**config.mk**
```make
export PLATFORM = sky130hd
export DESIGN_NAME = delta_status_bank
export DESIGN_NICKNAME = d
export VERILOG_FILES = /design/src/rtl/delta_pkg.sv /design/src/rtl/delta_edge_latch.sv /design/src/rtl/delta_reg_port.sv /design/src/rtl/delta_status_bank.sv
export SDC_FILE = /design/constraint.sdc
export NUM_CORES = 1
export LEC_CHECK = 0
export BUFFER_PORTS_ARGS = -buffer_cell sky130_fd_sc_hd__buf_4
export CORE_MARGIN = 10
export CORE_UTILIZATION = 30
export CTS_CLUSTER_DIAMETER = 80
export DETAILED_ROUTE_END_ITERATION = 7
export SLEW_MARGIN = 5
export SYNTH_ARGS = -nofsm -noshare
export SYNTH_HDL_FRONTEND = slang
export SYNTH_SLANG_ARGS = --single-unit
```
**constraint.sdc**
```tcl
create_clock -name clk -period 1.28 [get_ports clk]
set_clock_uncertainty 0.05 [all_clocks]
set_input_delay 0.256 -clock clk [delete_from_list [all_inputs] [get_ports clk]]
set_output_delay 0.256 -clock clk [all_outputs]
set_load 0.02 [all_outputs]
```
**src/rtl/delta_pkg.sv**
```systemverilog
package delta_pkg;

  // Number of second-stage status groups, each mapped to one register
  localparam int N_GROUPS = 3;

  // Lowest flat flag index shown by register idx
  function automatic int reg_lo(input int idx, input int grp_w, input int slice);
    if (idx < N_GROUPS) return idx * grp_w;
    return N_GROUPS * grp_w + (idx - N_GROUPS) * slice;
  endfunction

  // Number of flags shown by register idx
  function automatic int reg_len(input int idx, input int grp_w, input int slice,
                                 input int t1_w);
    int rem;
    if (idx < N_GROUPS) return grp_w;
    rem = t1_w - (idx - N_GROUPS) * slice;
    return (rem < slice) ? rem : slice;
  endfunction

  // Total register count for a configuration
  function automatic int reg_count(input int slice, input int t1_w);
    return N_GROUPS + (t1_w + slice - 1) / slice;
  endfunction

endpackage

```
**src/rtl/delta_edge_latch.sv**
```systemverilog
module delta_edge_latch #(
  parameter int W = 49
) (
  input  logic         clk,
  input  logic         rst,
  input  logic [W-1:0] stat_i,
  input  logic [W-1:0] clr_i,
  output logic [W-1:0] delta_o
);

  logic [W-1:0] prev;
  logic         primed;
  logic [W-1:0] chg;

  // A change counts only once the history holds a real sample
  assign chg = primed ? (stat_i ^ prev) : '0;

  always_ff @(posedge clk) begin
    if (rst) begin
      prev    <= '0;
      primed  <= 1'b0;
      delta_o <= '0;
    end else begin
      prev    <= stat_i;
      primed  <= 1'b1;
      // A new event wins over a clear in the same cycle
      delta_o <= (delta_o & ~clr_i) | chg;
    end
  end

  // any sampled change leaves its flag set
  p_change_sets_r1: assert property (@(posedge clk) disable iff (rst)
    (primed && (stat_i != prev)) |=>
      ((delta_o & $past(stat_i ^ prev)) == $past(stat_i ^ prev)));

  // a flag only rises when its line changed
  p_no_spurious_r3: assert property (@(posedge clk) disable iff (rst)
    (delta_o & ~$past(delta_o) & ~$past(stat_i ^ prev)) == '0);

  // a clear with no concurrent change leaves the flag at 0
  p_clear_takes_r9: assert property (@(posedge clk) disable iff (rst)
    (primed && ((clr_i & ~(stat_i ^ prev)) != '0)) |=>
      ((delta_o & $past(clr_i & ~(stat_i ^ prev))) == '0));

endmodule

```
**src/rtl/delta_reg_port.sv**
```systemverilog
module delta_reg_port
  import delta_pkg::*;
#(
  parameter int DW     = 16,
  parameter int G2_W   = 7,
  parameter int T1_W   = 28,
  parameter int SLICE  = 8,
  parameter int NFLAG  = 49,
  parameter int NREG   = 7,
  parameter int ADDR_W = 3
) (
  input  logic              clk,
  input  logic              rst,
  input  logic              cor_mode,
  input  logic [ADDR_W-1:0] addr,
  input  logic              rd_en,
  input  logic              wr_en,
  input  logic [DW-1:0]     wr_data,
  input  logic [NFLAG-1:0]  flags_i,
  output logic [NFLAG-1:0]  clr_o,
  output logic [DW-1:0]     rd_data
);

  logic [DW-1:0] reg_view [NREG];
  logic [NREG-1:0] hit;
  logic [DW-1:0] rd_mux;
  logic          rd_clr;
  logic          wr_clr;

  assign rd_clr = cor_mode & rd_en;
  assign wr_clr = ~cor_mode & wr_en;

  for (genvar r = 0; r < NREG; r++) begin : g_reg
    localparam int LO  = reg_lo(r, G2_W, SLICE);
    localparam int LEN = reg_len(r, G2_W, SLICE, T1_W);
    assign hit[r] = (addr == ADDR_W'(r));
    for (genvar b = 0; b < DW; b++) begin : g_bit
      if (b < LEN) begin : g_live
        assign reg_view[r][b] = flags_i[LO+b];
        assign clr_o[LO+b]    = hit[r] & (rd_clr | (wr_clr & wr_data[b]));
      end else begin : g_rsvd
        assign reg_view[r][b] = 1'b0;
      end
    end
  end

  always_comb begin
    rd_mux = '0;
    for (int r = 0; r < NREG; r++) begin
      if (hit[r]) rd_mux = reg_view[r];
    end
  end

  always_ff @(posedge clk) begin
    if (rst) begin
      rd_data <= '0;
    end else if (rd_en) begin
      rd_data <= rd_mux;
    end
  end

  // read data holds between reads
  p_rd_hold_r12: assert property (@(posedge clk) disable iff (rst)
    !rd_en |=> $stable(rd_data));

  // group registers never show reserved bits
  p_rsvd_zero_r5: assert property (@(posedge clk) disable iff (rst)
    (rd_en && (addr < ADDR_W'(N_GROUPS))) |=> (rd_data[DW-1:G2_W] == '0));

endmodule

```
**src/rtl/delta_status_bank.sv**
```systemverilog
module delta_status_bank
  import delta_pkg::*;
#(
  parameter int DW    = 16,
  parameter int G2_W  = 7,
  parameter int T1_W  = 28,
  parameter int SLICE = 8
) (
  input  logic                                 clk,
  input  logic                                 rst,
  input  logic                                 cor_mode,
  input  logic [G2_W-1:0]                      lb_det_i,
  input  logic [G2_W-1:0]                      rsv_rcv_i,
  input  logic [G2_W-1:0]                      dmx_loc_i,
  input  logic [T1_W-1:0]                      t1_loc_i,
  input  logic [$clog2(reg_count(8, 28))-1:0]  addr,
  input  logic                                 rd_en,
  input  logic                                 wr_en,
  input  logic [DW-1:0]                        wr_data,
  output logic [DW-1:0]                        rd_data
);

  localparam int NFLAG  = N_GROUPS * G2_W + T1_W;
  localparam int NREG   = reg_count(SLICE, T1_W);
  localparam int ADDR_W = $clog2(reg_count(8, 28));

  logic [NFLAG-1:0] stat_flat;
  logic [NFLAG-1:0] clr_flat;
  logic [NFLAG-1:0] delta_flat;

  assign stat_flat = {t1_loc_i, dmx_loc_i, rsv_rcv_i, lb_det_i};

  delta_edge_latch #(.W(NFLAG)) u_latch (
    .clk     (clk),
    .rst     (rst),
    .stat_i  (stat_flat),
    .clr_i   (clr_flat),
    .delta_o (delta_flat)
  );

  delta_reg_port #(
    .DW     (DW),
    .G2_W   (G2_W),
    .T1_W   (T1_W),
    .SLICE  (SLICE),
    .NFLAG  (NFLAG),
    .NREG   (NREG),
    .ADDR_W (ADDR_W)
  ) u_port (
    .clk      (clk),
    .rst      (rst),
    .cor_mode (cor_mode),
    .addr     (addr),
    .rd_en    (rd_en),
    .wr_en    (wr_en),
    .wr_data  (wr_data),
    .flags_i  (delta_flat),
    .clr_o    (clr_flat),
    .rd_data  (rd_data)
  );

  // in each mode the other strobe clears nothing
  p_wrong_strobe_r8: assert property (@(posedge clk) disable iff (rst)
    ((cor_mode && !rd_en) || (!cor_mode && !wr_en)) |-> (clr_flat == '0));

endmodule

```
==> results.tsv <==
stage	metric	value	unit
status	run status	complete, no violations	
finish	antenna cell count	0	
pwr	Leakage	2.413	nW
finish	fin util	39.21	%
pwr	part of the power in registers	48.1	%
timing	hold violation total from the final report	0	
routing	detail-routed net length per standard cell	15.75	µm
timing	highest attainable clock frequency	0.8104	GHz
global_route	vias in the first global route	3885	
global_route	pin count of the biggest net entering global routing	90	
pwr	P_sw	1.949	mW
die	starting density of the core	30.73	%
routing	detail-routed via count per cell	4.752	
timing	Final Setup Violations	0	
global_route	antenna violations before repair	0	
global_route	first-pass GRT wire length	19580	µm
placed_design	port bufs	72	
critical_path	cell with the largest stage delay on the worst path	sky130_fd_sc_hd__dfxtp_1	
clock_tree	clock slew at the register clock pins of the worst setup and hold paths	0.07	ns
routing	vias after detailed routing	3683	
yosys	fraction of the yosys area taken by sequential cells	47.78	%
timing	final critical delay including setup and external delays	1.234	ns
yosys	cells after synthesis	501	
clock_tree	number of clock buffers inserted by TritonCTS	9	
pwr	worst supply voltage drop on vdd	925.1	µV
global_route	GRT Resource Usage Total	11.99	%
run	number of maximum-capacitance constraint violations	0	
timing	number of pins with negative max-slew slack in the final report	0	
yosys	count of flip-flops with a built-in enable after synthesis	0	
critical_path	arrival time at the worst endpoint	1.40	ns
placed_design	Placement Setup Slack	-0.5167	ns
pwr	switching share of power	25.33	%
die	horizontal extent of the die	142.2	µm
yosys	Mapped Avg Cell Area	8.948	µm²
finish	register area	2146	µm²
clock_tree	largest buffer count on any clock path	2	
clock_tree	root buffer selected by CTS	sky130_fd_sc_hd__clkbuf_16	
pwr	Cell Int Power	5.743	mW
clock_tree	total of hold buffers inserted after clock tree synthesis	0	
routing	First DRT Iteration DRCs	234	
finish	number of filler cells placed in the layout	1471	
timing	RSZ-0062 raised after global routing	true	
clock_tree	number of clock sinks	107	
critical_path	worst endpoint required time	1.45	ns
die	Site Rows	44	
placed_design	total half-perimeter wirelength after legalization and detailed placement	9389	µm
yosys	proportion of synthesized flip-flops having asynchronous set or reset	0	%
clock_tree	insertion delay to the later sink of the worst-skew pair	0.35	ns
pwr	clock share of power	37.2	%
critical_path	slowest stage delay, CP	0.37	ns
finish	most common cell after layout, fill and taps aside	sky130_fd_sc_hd__dfxtp_1	
critical_path	top fanout value on the critical path	3	
yosys	number of distinct library cells after synthesis	33	
critical_path	Buffers & Inverters on Critical Path	0	
clock_tree	CTS H-Tree Depth	3	
yosys	cell area after technology mapping	4483	µm²
routing	Detail Route Antenna Nets	0	
finish	relative area change from synthesis to final layout	27.60	%
critical_path	category of the most critical setup path	reg2reg	
pwr	total design power	7.692	mW
die	total die area	20230	µm²
die	vertical die dimension	142.2	µm
clock_tree	number of setup buffers added after CTS	0	
critical_path	list of cells traversed by the critical path	mux2i_1 -> o21ai_1 -> a211oi_1 -> a2111oi_1	
routing	1st-pass router iterations	4	
finish	layout net count	659	
finish	fraction of layout instances using a drive strength above 1	22.84	%
timing	smallest setup slack after layout	0.04598	ns
yosys	most common flop cell mapped by yosys	sky130_fd_sc_hd__dfxtp_1	
die	count of boundary I/O pins	89	
critical_path	type of element capturing the critical path	register	
worst_hold_path	Tightest Hold Check Type	in2reg	
pwr	power density over the cells	1345	nW/µm²
critical_path	launching element type of the critical path	register	
die	Std-Cell Core Area	14590	µm²
clock_tree	clock tree from TritonCTS	yes	
pwr	share of total power in combinational logic	14.8	%
finish	commonest cells after routing, fill and taps aside	104 x sky130_fd_sc_hd__dfxtp_1, 97 x sky130_fd_sc_hd__buf_4, 64 x sky130_fd_sc_hd__o21ai_1, 62 x sky130_fd_sc_hd__nand2_1, 57 x sky130_fd_sc_hd__a21oi_1	
routing	total length of routed wires	12200	µm
placed_design	Placed Instances	759	
global_route	remaining global-route overflow	0	
timing	worst slew pin tran	0.4997	ns
finish	Final Non-Filler Cells	775	
yosys	number of storage elements in the synthesis netlist	107	
placed_design	weighted congestion at the end of routability-driven global placement	0.8725	
yosys	Ys Warns	0	
routing	detailed-route DRC error count	0	
timing	worst-case headroom to the max-slew limit	66.53	%
finish	area occupied by multi-input gates	2152	µm²
timing	final period utilization	96.41	%
critical_path	dominant delay contributor by cell family on the critical path	compound AO/OA/AOI/OAI gates	
## synthesized netlist by cell type, types with 2 or more instances
cell	count	share of area [%]
sky130_fd_sc_hd__nand2_1	62	5.2
sky130_fd_sc_hd__nand2b_1	5	0.70
sky130_fd_sc_hd__o22a_1	4	0.78
sky130_fd_sc_hd__a21oi_2	7	1.4
sky130_fd_sc_hd__buf_2	2	0.22
sky130_fd_sc_hd__or3_1	2	0.28
sky130_fd_sc_hd__inv_1	2	0.17
sky130_fd_sc_hd__nand3_1	5	0.56
sky130_fd_sc_hd__o221ai_1	2	0.39
sky130_fd_sc_hd__nor2b_1	52	7.3
sky130_fd_sc_hd__clkbuf_1	19	1.6
sky130_fd_sc_hd__mux2_1	3	0.75
sky130_fd_sc_hd__a2111oi_1	4	0.89
sky130_fd_sc_hd__o21ai_0	2	0.22
sky130_fd_sc_hd__mux2i_1	9	2.0
sky130_fd_sc_hd__dfxtp_1	107	48
sky130_fd_sc_hd__o21ai_1	64	7.1
sky130_fd_sc_hd__o22ai_1	6	0.84
sky130_fd_sc_hd__buf_4	12	2.0
sky130_fd_sc_hd__xor2_1	49	9.6
sky130_fd_sc_hd__a211oi_1	4	0.67
sky130_fd_sc_hd__a21oi_1	57	6.4
sky130_fd_sc_hd__o21bai_1	2	0.33
sky130_fd_sc_hd__nor2_1	8	0.67
sky130_fd_sc_hd__buf_6	4	1.0
## cell families after synthesis
kind of cell / count (synthesis) / share of synthesized area (%)
compound gates: 154 / 19.45
flops: 107 / 47.78
mux: 12 / 2.763
simple gates: 138 / 15.27
xor+xnor: 49 / 9.573
other cells: 1 / 0.08365
buf+inv: 40 / 5.080
## repair_timing
action	CTS	global route
pin swaps	0	1
resized for setup	1	4
setup endpoints to repair	49	2
## sequential cells by signal, summed over array words and instances, names as in the netlist
register,cells
u_latch.primed,1
u_latch.prev,49
u_port.rd_data,8
u_latch.delta_o,49
## per-stage QoR
step | TNS, ns | hold slack [ns] | cell area [µm²]
4_1_cts | 0 | 0.07127 | 5712
5_1_grt | -0.03211 | 0.08095 | 5720
3_5_place_dp | -23.47 | 0.4199 | 5396
2_1_floorplan | -0.0003948 | 0.3342 | 4522
3_3_place_gp | -20.90 | 0.4123 | 5396
6_report | 0 | 0.07893 | 5720
## per-layer routing
| metal | wire length, µm | track usage, % | vias to the layer above |
|---|---|---|---|
| met1 | 5559 | 15.12 | 1703 |
| li1 | - | - | 1853 |
| met3 | 753 | 3.805 | 25 |
| met4 | 259 | 3.765 | 0 |
| met5 | 0 | 0 | - |
| met2 | 5630 | 19.02 | 102 |
## power groups by stage
stage	Combinational [mW]	Sequential [mW]	Clock (mW)
2_1_floorplan	0.656	3.75	0
3_3_place_gp	1.11	3.77	0
3_5_place_dp	1.13	3.77	0
4_1_cts	1.14	3.70	2.96
5_1_grt	1.25	3.72	3.09
6_report	1.13	3.70	2.86
## layout make-up
type	instances	share of cell area (%)
Inverter	3	0.1969
Tap cell	184	4.024
Sequential cell	107	37.51
Clock buffer	11	4.418
Clock inverter	5	1.050
Timing Repair Buffer	104	15.18
Multi-Input combinational cell	361	37.62
## worst paths after layout
check,from,end,cells after the start,slack (ns)
worst max-delay path,u_latch.delta_o[15],u_port.rd_data[1],4,0.05
worst min register to register,u_port.rd_data[7],u_port.rd_data[7],2,0.43
worst min-delay path,lb_det_i[4],u_latch.prev[4],2,0.08
worst max register to register,u_latch.delta_o[15],u_port.rd_data[1],4,0.05
No activity file was read; power rests on OpenSTA's default activity.
